<file path="config.mk">
export PLATFORM = sky130hd
export DESIGN_NAME = busclk_stop_ctrl
export DESIGN_NICKNAME = d
export VERILOG_FILES = /design/src/rtl/busclk_stop_pkg.sv /design/src/rtl/busclk_activity_merge.sv /design/src/rtl/busclk_idle_timer.sv /design/src/rtl/busclk_stop_fsm.sv /design/src/rtl/busclk_stop_ctrl.sv
export SDC_FILE = /design/constraint.sdc
export NUM_CORES = 1
export LEC_CHECK = 0
export BUFFER_PORTS_ARGS = -buffer_cell sky130_fd_sc_hd__buf_4
export CORE_ASPECT_RATIO = 1.75
export CORE_UTILIZATION = 35
export CTS_CLUSTER_SIZE = 10
export DETAILED_ROUTE_END_ITERATION = 16
export PLACE_DENSITY_LB_ADDON = 0.15
export REMOVE_ABC_BUFFERS = 1
export SYNTH_ARGS = -nofsm -noshare
export SYNTH_HDL_FRONTEND = slang
export SYNTH_HIERARCHICAL = 1
export SYNTH_SLANG_ARGS = --single-unit
</file>
<file path="constraint.sdc">
create_clock -name clk_i -period 2.5 [get_ports clk_i]
set_clock_uncertainty 0.1 [all_clocks]
set_input_delay 0.125 -clock clk_i [delete_from_list [all_inputs] [get_ports clk_i]]
set_output_delay 0.125 -clock clk_i [all_outputs]
set_load 0.01 [all_outputs]
</file>
<file path="src/rtl/busclk_stop_pkg.sv">
package busclk_stop_pkg;

   // Controller phases. RUN and HOLDOFF drive the run line low.
   typedef enum logic [1:0] {
      PH_RUN     = 2'd0,
      PH_LISTEN  = 2'd1,
      PH_HOLDOFF = 2'd2,
      PH_HALTED  = 2'd3
   } stop_phase_e;

endpackage

</file>
<file path="src/rtl/busclk_activity_merge.sv">
module busclk_activity_merge #(
   parameter int NUM_DEV = 4
) (
   input  logic               bus_busy_i,
   input  logic               lpc_busy_i,
   input  logic               ser_irq_busy_i,
   input  logic [NUM_DEV-1:0] dev_req_i,
   input  logic               run_line_n_i,
   output logic               active_o,
   output logic               line_low_o
);

   logic [NUM_DEV+2:0] src_vec;

   // Gather every source into one vector so that a reduction covers them all.
   genvar g;
   generate
      for (g = 0; g < NUM_DEV; g++) begin : g_dev
         assign src_vec[g] = dev_req_i[g];
      end
   endgenerate

   assign src_vec[NUM_DEV]   = bus_busy_i;
   assign src_vec[NUM_DEV+1] = lpc_busy_i;
   assign src_vec[NUM_DEV+2] = ser_irq_busy_i;

   assign active_o   = |src_vec;
   assign line_low_o = ~run_line_n_i;

endmodule

</file>
<file path="src/rtl/busclk_idle_timer.sv">
module busclk_idle_timer #(
   parameter int IDLE_W = 8
) (
   input  logic              clk_i,
   input  logic              rst_ni,
   input  logic              clear_i,
   input  logic [IDLE_W-1:0] limit_i,
   output logic              expire_o
);

   localparam logic [IDLE_W-1:0] ONE = IDLE_W'(1);

   logic [IDLE_W-1:0] cnt_q;

   always_ff @(posedge clk_i or negedge rst_ni) begin
      if (!rst_ni) begin
         cnt_q <= '0;
      end else if (clear_i) begin
         cnt_q <= '0;
      end else if (cnt_q < limit_i) begin
         cnt_q <= cnt_q + ONE;
      end
   end

   assign expire_o = !clear_i && (cnt_q >= limit_i);

   // Busy or hold restarts the quiet count
   assert_count_restart_R2: assert property (@(posedge clk_i) disable iff (!rst_ni)
      clear_i |=> (cnt_q == '0));

   // A quiet, unexpired cycle advances the count by one
   assert_count_step_R3: assert property (@(posedge clk_i) disable iff (!rst_ni)
      (!clear_i && !expire_o && $stable(limit_i)) |=> (cnt_q == $past(cnt_q) + ONE));

endmodule

</file>
<file path="src/rtl/busclk_stop_fsm.sv">
module busclk_stop_fsm
   import busclk_stop_pkg::*;
#(
   parameter int WIN_LEN  = 4,
   parameter int KEEP_LEN = 2
) (
   input  logic        clk_i,
   input  logic        rst_ni,
   input  logic        hold_i,
   input  logic        active_i,
   input  logic        line_low_i,
   input  logic        expire_i,
   output stop_phase_e phase_o,
   output logic        drive_o
);

   localparam int PH_W = (WIN_LEN > 1) ? $clog2(WIN_LEN) : 1;
   localparam logic [PH_W-1:0] WIN_LAST  = PH_W'(WIN_LEN - 1);
   localparam logic [PH_W-1:0] KEEP_LAST = PH_W'(KEEP_LEN - 1);
   localparam logic [PH_W-1:0] PH_ONE    = PH_W'(1);

   stop_phase_e     phase_q, phase_d;
   logic [PH_W-1:0] tick_q, tick_d;
   logic            wake;

   assign wake = hold_i | active_i;

   always_comb begin
      phase_d = phase_q;
      tick_d  = tick_q;
      unique case (phase_q)
         PH_RUN: begin
            if (!hold_i && expire_i) begin
               phase_d = PH_LISTEN;
               tick_d  = '0;
            end
         end
         PH_LISTEN: begin
            if (wake) begin
               phase_d = PH_RUN;
            end else if (line_low_i) begin
               phase_d = PH_HOLDOFF;
               tick_d  = '0;
            end else if (tick_q == WIN_LAST) begin
               phase_d = PH_HALTED;
            end else begin
               tick_d = tick_q + PH_ONE;
            end
         end
         PH_HOLDOFF: begin
            if (hold_i || tick_q == KEEP_LAST) begin
               phase_d = PH_RUN;
            end else begin
               tick_d = tick_q + PH_ONE;
            end
         end
         PH_HALTED: begin
            if (wake || line_low_i) begin
               phase_d = PH_RUN;
            end
         end
         default: phase_d = PH_RUN;
      endcase
   end

   always_ff @(posedge clk_i or negedge rst_ni) begin
      if (!rst_ni) begin
         phase_q <= PH_RUN;
         tick_q  <= '0;
      end else begin
         phase_q <= phase_d;
         tick_q  <= tick_d;
      end
   end

   assign phase_o = phase_q;
   assign drive_o = (phase_q == PH_RUN) || (phase_q == PH_HOLDOFF);

   // No stop may follow a cycle with activity
   assert_busy_blocks_stop_R2: assert property (@(posedge clk_i) disable iff (!rst_ni)
      active_i |=> (phase_q != PH_HALTED));

   // The halt is entered only from the final window cycle
   assert_full_window_R4: assert property (@(posedge clk_i) disable iff (!rst_ni)
      (phase_q == PH_HALTED && $past(phase_q) != PH_HALTED)
         |-> ($past(phase_q) == PH_LISTEN && $past(tick_q) == WIN_LAST));

   // A peripheral veto in the window re-drives the line
   assert_veto_redrive_R5: assert property (@(posedge clk_i) disable iff (!rst_ni)
      (phase_q == PH_LISTEN && line_low_i && !wake) |=> (phase_q == PH_HOLDOFF && drive_o));

   // Window activity returns to running
   assert_window_abort_R6: assert property (@(posedge clk_i) disable iff (!rst_ni)
      (phase_q == PH_LISTEN && active_i) |=> (phase_q == PH_RUN));

   // Any wake source leaves the halt on the next edge
   assert_wake_R7: assert property (@(posedge clk_i) disable iff (!rst_ni)
      (phase_q == PH_HALTED && (line_low_i || active_i)) |=> (phase_q == PH_RUN && drive_o));

   // Hold forces the running phase from the next edge
   assert_hold_runs_R9: assert property (@(posedge clk_i) disable iff (!rst_ni)
      hold_i |=> (phase_q == PH_RUN));

endmodule

</file>
<file path="src/rtl/busclk_stop_ctrl.sv">
module busclk_stop_ctrl
   import busclk_stop_pkg::*;
#(
   parameter int NUM_DEV    = 4,
   parameter int IDLE_W     = 8,
   parameter int WIN_LEN    = 4,
   parameter int KEEP_LEN   = 2,
   parameter bit REG_INPUTS = 1'b0
) (
   input  logic               clk_i,
   input  logic               rst_ni,
   input  logic               hold_run_i,
   input  logic [IDLE_W-1:0]  idle_limit_i,
   input  logic               bus_busy_i,
   input  logic               lpc_busy_i,
   input  logic               ser_irq_busy_i,
   input  logic [NUM_DEV-1:0] dev_req_i,
   input  logic               run_line_n_i,
   output logic               run_drive_o,
   output logic               clk_stop_o
);

   // Elaboration-time parameter checks
   generate
      if (NUM_DEV < 1) begin : g_bad_dev
         $error("NUM_DEV must be at least 1");
      end
      if (IDLE_W < 1 || IDLE_W > 32) begin : g_bad_idle
         $error("IDLE_W must lie in 1..32");
      end
      if (WIN_LEN < 2) begin : g_bad_win
         $error("WIN_LEN must be at least 2");
      end
      if (KEEP_LEN < 1 || KEEP_LEN > WIN_LEN) begin : g_bad_keep
         $error("KEEP_LEN must lie in 1..WIN_LEN");
      end
   endgenerate

   logic        act_raw, low_raw;
   logic        act_use, low_use;
   logic        timer_clear, timer_expire;
   logic        fsm_drive;
   stop_phase_e phase;

   busclk_activity_merge #(
      .NUM_DEV (NUM_DEV)
   ) u_merge (
      .bus_busy_i     (bus_busy_i),
      .lpc_busy_i     (lpc_busy_i),
      .ser_irq_busy_i (ser_irq_busy_i),
      .dev_req_i      (dev_req_i),
      .run_line_n_i   (run_line_n_i),
      .active_o       (act_raw),
      .line_low_o     (low_raw)
   );

   // Optional input stage: trades one clock of reaction time for timing slack.
   generate
      if (REG_INPUTS) begin : g_in_reg
         logic act_q, low_q;
         always_ff @(posedge clk_i or negedge rst_ni) begin
            if (!rst_ni) begin
               act_q <= 1'b1;
               low_q <= 1'b0;
            end else begin
               act_q <= act_raw;
               low_q <= low_raw;
            end
         end
         assign act_use = act_q;
         assign low_use = low_q;
      end else begin : g_in_direct
         assign act_use = act_raw;
         assign low_use = low_raw;
      end
   endgenerate

   assign timer_clear = hold_run_i | act_use | (phase != PH_RUN);

   busclk_idle_timer #(
      .IDLE_W (IDLE_W)
   ) u_timer (
      .clk_i    (clk_i),
      .rst_ni   (rst_ni),
      .clear_i  (timer_clear),
      .limit_i  (idle_limit_i),
      .expire_o (timer_expire)
   );

   busclk_stop_fsm #(
      .WIN_LEN  (WIN_LEN),
      .KEEP_LEN (KEEP_LEN)
   ) u_fsm (
      .clk_i      (clk_i),
      .rst_ni     (rst_ni),
      .hold_i     (hold_run_i),
      .active_i   (act_use),
      .line_low_i (low_use),
      .expire_i   (timer_expire),
      .phase_o    (phase),
      .drive_o    (fsm_drive)
   );

   assign run_drive_o = fsm_drive;
   assign clk_stop_o  = (phase == PH_HALTED) & ~hold_run_i;

   // Stop and line drive are never asserted together
   assert_stop_released_R4: assert property (@(posedge clk_i) disable iff (!rst_ni)
      clk_stop_o |-> !run_drive_o);

   // A rising stop is always preceded by a released line
   assert_release_first_R3: assert property (@(posedge clk_i) disable iff (!rst_ni)
      $rose(clk_stop_o) |-> !$past(run_drive_o));

endmodule

</file>
==> metrics <==
port bufs 20; post-synthesis compound-gate area fraction 0.163; # rows 26; Tcrit/Tclk final 0.888; Top-Level Pins 21; largest family of logic cells by synthesized area simple AND/OR/NAND/NOR gates; Clock Path Buffers 2; sequential area share after synthesis 0.276; Final Wtd Congestion 0.859; Critical path buffers and inverters 1; Fillers ~300; H-tree depth 1; Worst EP arrival 2240 ps; minimum clock period 2220 ps; WL per Instance 13.3 µm; Pins Over Slew Limit 0; Hold Path Class input port to register; DRT Wirelength around 2400 µm; adder-cell share of the synthesized area 0.196; total CTS buffers 3; simple-gate share of the synthesized area 0.241; Core Util, Final 0.459; Cell Area, Synth 1090 µm²; Detail Route Antenna Nets 0; Layout Nets between 150 and 200; Die X-Extent 44.1 µm; Largest stage delay, worst path around 410 ps; Initial Util 0.371; GRT Overall Usage 0.162; GR Overflow Total 0; Max VDD drop 364 µV; core area 2930 µm²; nature of the critical path startpoint register; f_max 450 MHz; Slew @ Worst Pin ~250 ps; GRT met1 Usage 0.152; met2 Usage GRT 0.327; n_diodes 0; Post-CTS Setup Inserts 0; status finished clean; CP max stage cell dfrtp_1; DP Wirelength 1960 µm; Leak Pwr 0.000654 µW; met3 usage 0.0213; Vias/cell 5.44; most used routing layer met2; worst setup path class register to register; worst-path maximum fanout 4; worst-path cell chain ha_1 -> nor2b_4 -> o211ai_2 -> a21oi_2 -> nor3_1 -> nor2_1 -> inv_2 -> o21ai_1 -> nand4b_2 -> mux2_4; layout cells sized above 1 0.275; Iter 0 DRT Violations 13; most frequent cells in the layout 23 x buf_4, 17 x ha_1, 13 x inv_1; initial antenna violation count 0; mux contribution to synthesized area 0.0621; warnings from Yosys 6; Distinct cells, synth 37; full die area 3340 µm²; # Max-Cap Violations 0; commonest non-fill, non-tap cell in the layout buf_4; final number of setup-violating endpoints 0; critical path depth 10; overall power 705 µW; XOR/XNOR Fraction of Synth Area 0; Crit. End Element register; Clock Latency Late Sink around 240 ps; clk sinks 12; relative slew slack 0.834; post-synthesis instance total 123; CTS tree yes; WHS Path Cells 4; Die Ht 75.7 µm; DRT Pass-1 Iters 6; Residual DRC 0; Clk pin slew, worst setup/hold paths 60 ps; Synth Register Bits 12; Hold Violations, Final 0; worst hold slack 115 ps; largest net degree at the start of global routing 15; Register-to-Register Path Depth 10; global-route wire length before repair 3990 µm; share of the synthesized area in the top cell type 0.276; unrepaired setup endpoints after global routing false; CP required approximately 2500 ps; Mean Syn Cell Area 8.84 µm²; Pwr Density 524 nW/µm²; vias in the first global route around 960; DR vias 962; post-synth top area cell dfrtp_1; Fin Setup TNS 0 ps; root buffer cell clkbuf_8; Largest delay share family, worst path simple AND/OR/NAND/NOR gates; top cells by area, synth dfrtp_1 28%, ha_1 20%, inv_1 4.5%; Area Overhead vs Synth 23.7%
-- path summary, 6_finish.rpt --
| path | startpoint | end | slack (ps) |
|---|---|---|---|
| max | u_timer/cnt_q[1] | u_fsm/tick_q[0] | 280 |
| min | hold_run_i | u_fsm/phase_o[1] | 120 |
| max reg2reg | u_timer/cnt_q[1] | u_fsm/tick_q[0] | 280 |
| min reg2reg | u_fsm/tick_q[1] | u_fsm/tick_q[1] | 470 |
| max in group asynchronous | rst_ni | u_timer/cnt_q[2] | 1980 |
| min in group asynchronous | rst_ni | u_timer/cnt_q[3] | 160 |
-- timing repair --
item                      CTS  global route
hold buffers                1             0
hold endpoints to repair   12             0
gates resized for setup     0             0
-- power breakdown --
part / switching, µW / internal [µW]
sequential: 27.2 / 214
combinational: 123 / 131
clock: 72.1 / 139
total: 222 / 483
-- per-layer routing --
| layer | wire length (µm) | share of wire | vias to the layer above |
|---|---|---|---|
| met5 | 0 | 0 | - |
| li1 | - | - | 486 |
| met3 | 80 | 0.034 | 4 |
| met1 | 861 | 0.37 | 446 |
| met4 | 43 | 0.018 | 0 |
| met2 | 1370 | 0.58 | 26 |
-- Yosys cell counts, drive strengths merged --
cell,instances
or4,2
or3,4
nor2b,5
nand2,5
nand4b,1
or2,2
o31ai,1
a21oi,13
o21a,1
nor3,6
buf,1
mux2,3
dfrtp,12
nor2,7
o2111ai,1
o21ai,10
mux2i,3
and3b,1
nor4,1
and3,1
clkbuf,1
and2,1
o211ai,2
nand4,3
inv,14
or3b,2
ha,17
nand3,3
-- worst reg2reg max path, delay by kind of cell (launching register included) --
family          cells  cell delay [ps]
compound gates      3              410
fa+ha+maj           1              310
buf+inv             1               40
flops               1              410
mux                 1              330
simple gates        4              510
-- registers in the layout, indices dropped and copies added (netlist names) --
register	flops
u_timer/cnt_q	8
u_fsm/phase_o	2
u_fsm/tick_q	2
-- cells by family after synthesis --
family | after synthesis
AOI/OAI and AO/OA | 28
and+or+nand+nor | 44
muxes | 6
buffers and inverters | 16
adders and majority gates | 17
DFF | 12
-- cell type report --
type | count | area, µm² | area share
clock buffer | 4 | 55.1 | 0.0409
timing repair buffer | 24 | 183 | 0.136
inverter | 14 | 52.6 | 0.0391
multi-input combinational | 95 | 719 | 0.535
tap | 28 | 35.0 | 0.0260
sequential | 12 | 300 | 0.223
-- stage by stage --
stage,setup WS (ps),cell area [µm²],instances
floorplan,196,1070,121
global placement,269,1280,172
detailed placement,205,1280,172
CTS,263,1350,177
global route,109,1350,177
finish,279,1350,177
Note: power is estimated with default switching activity, not from simulation.
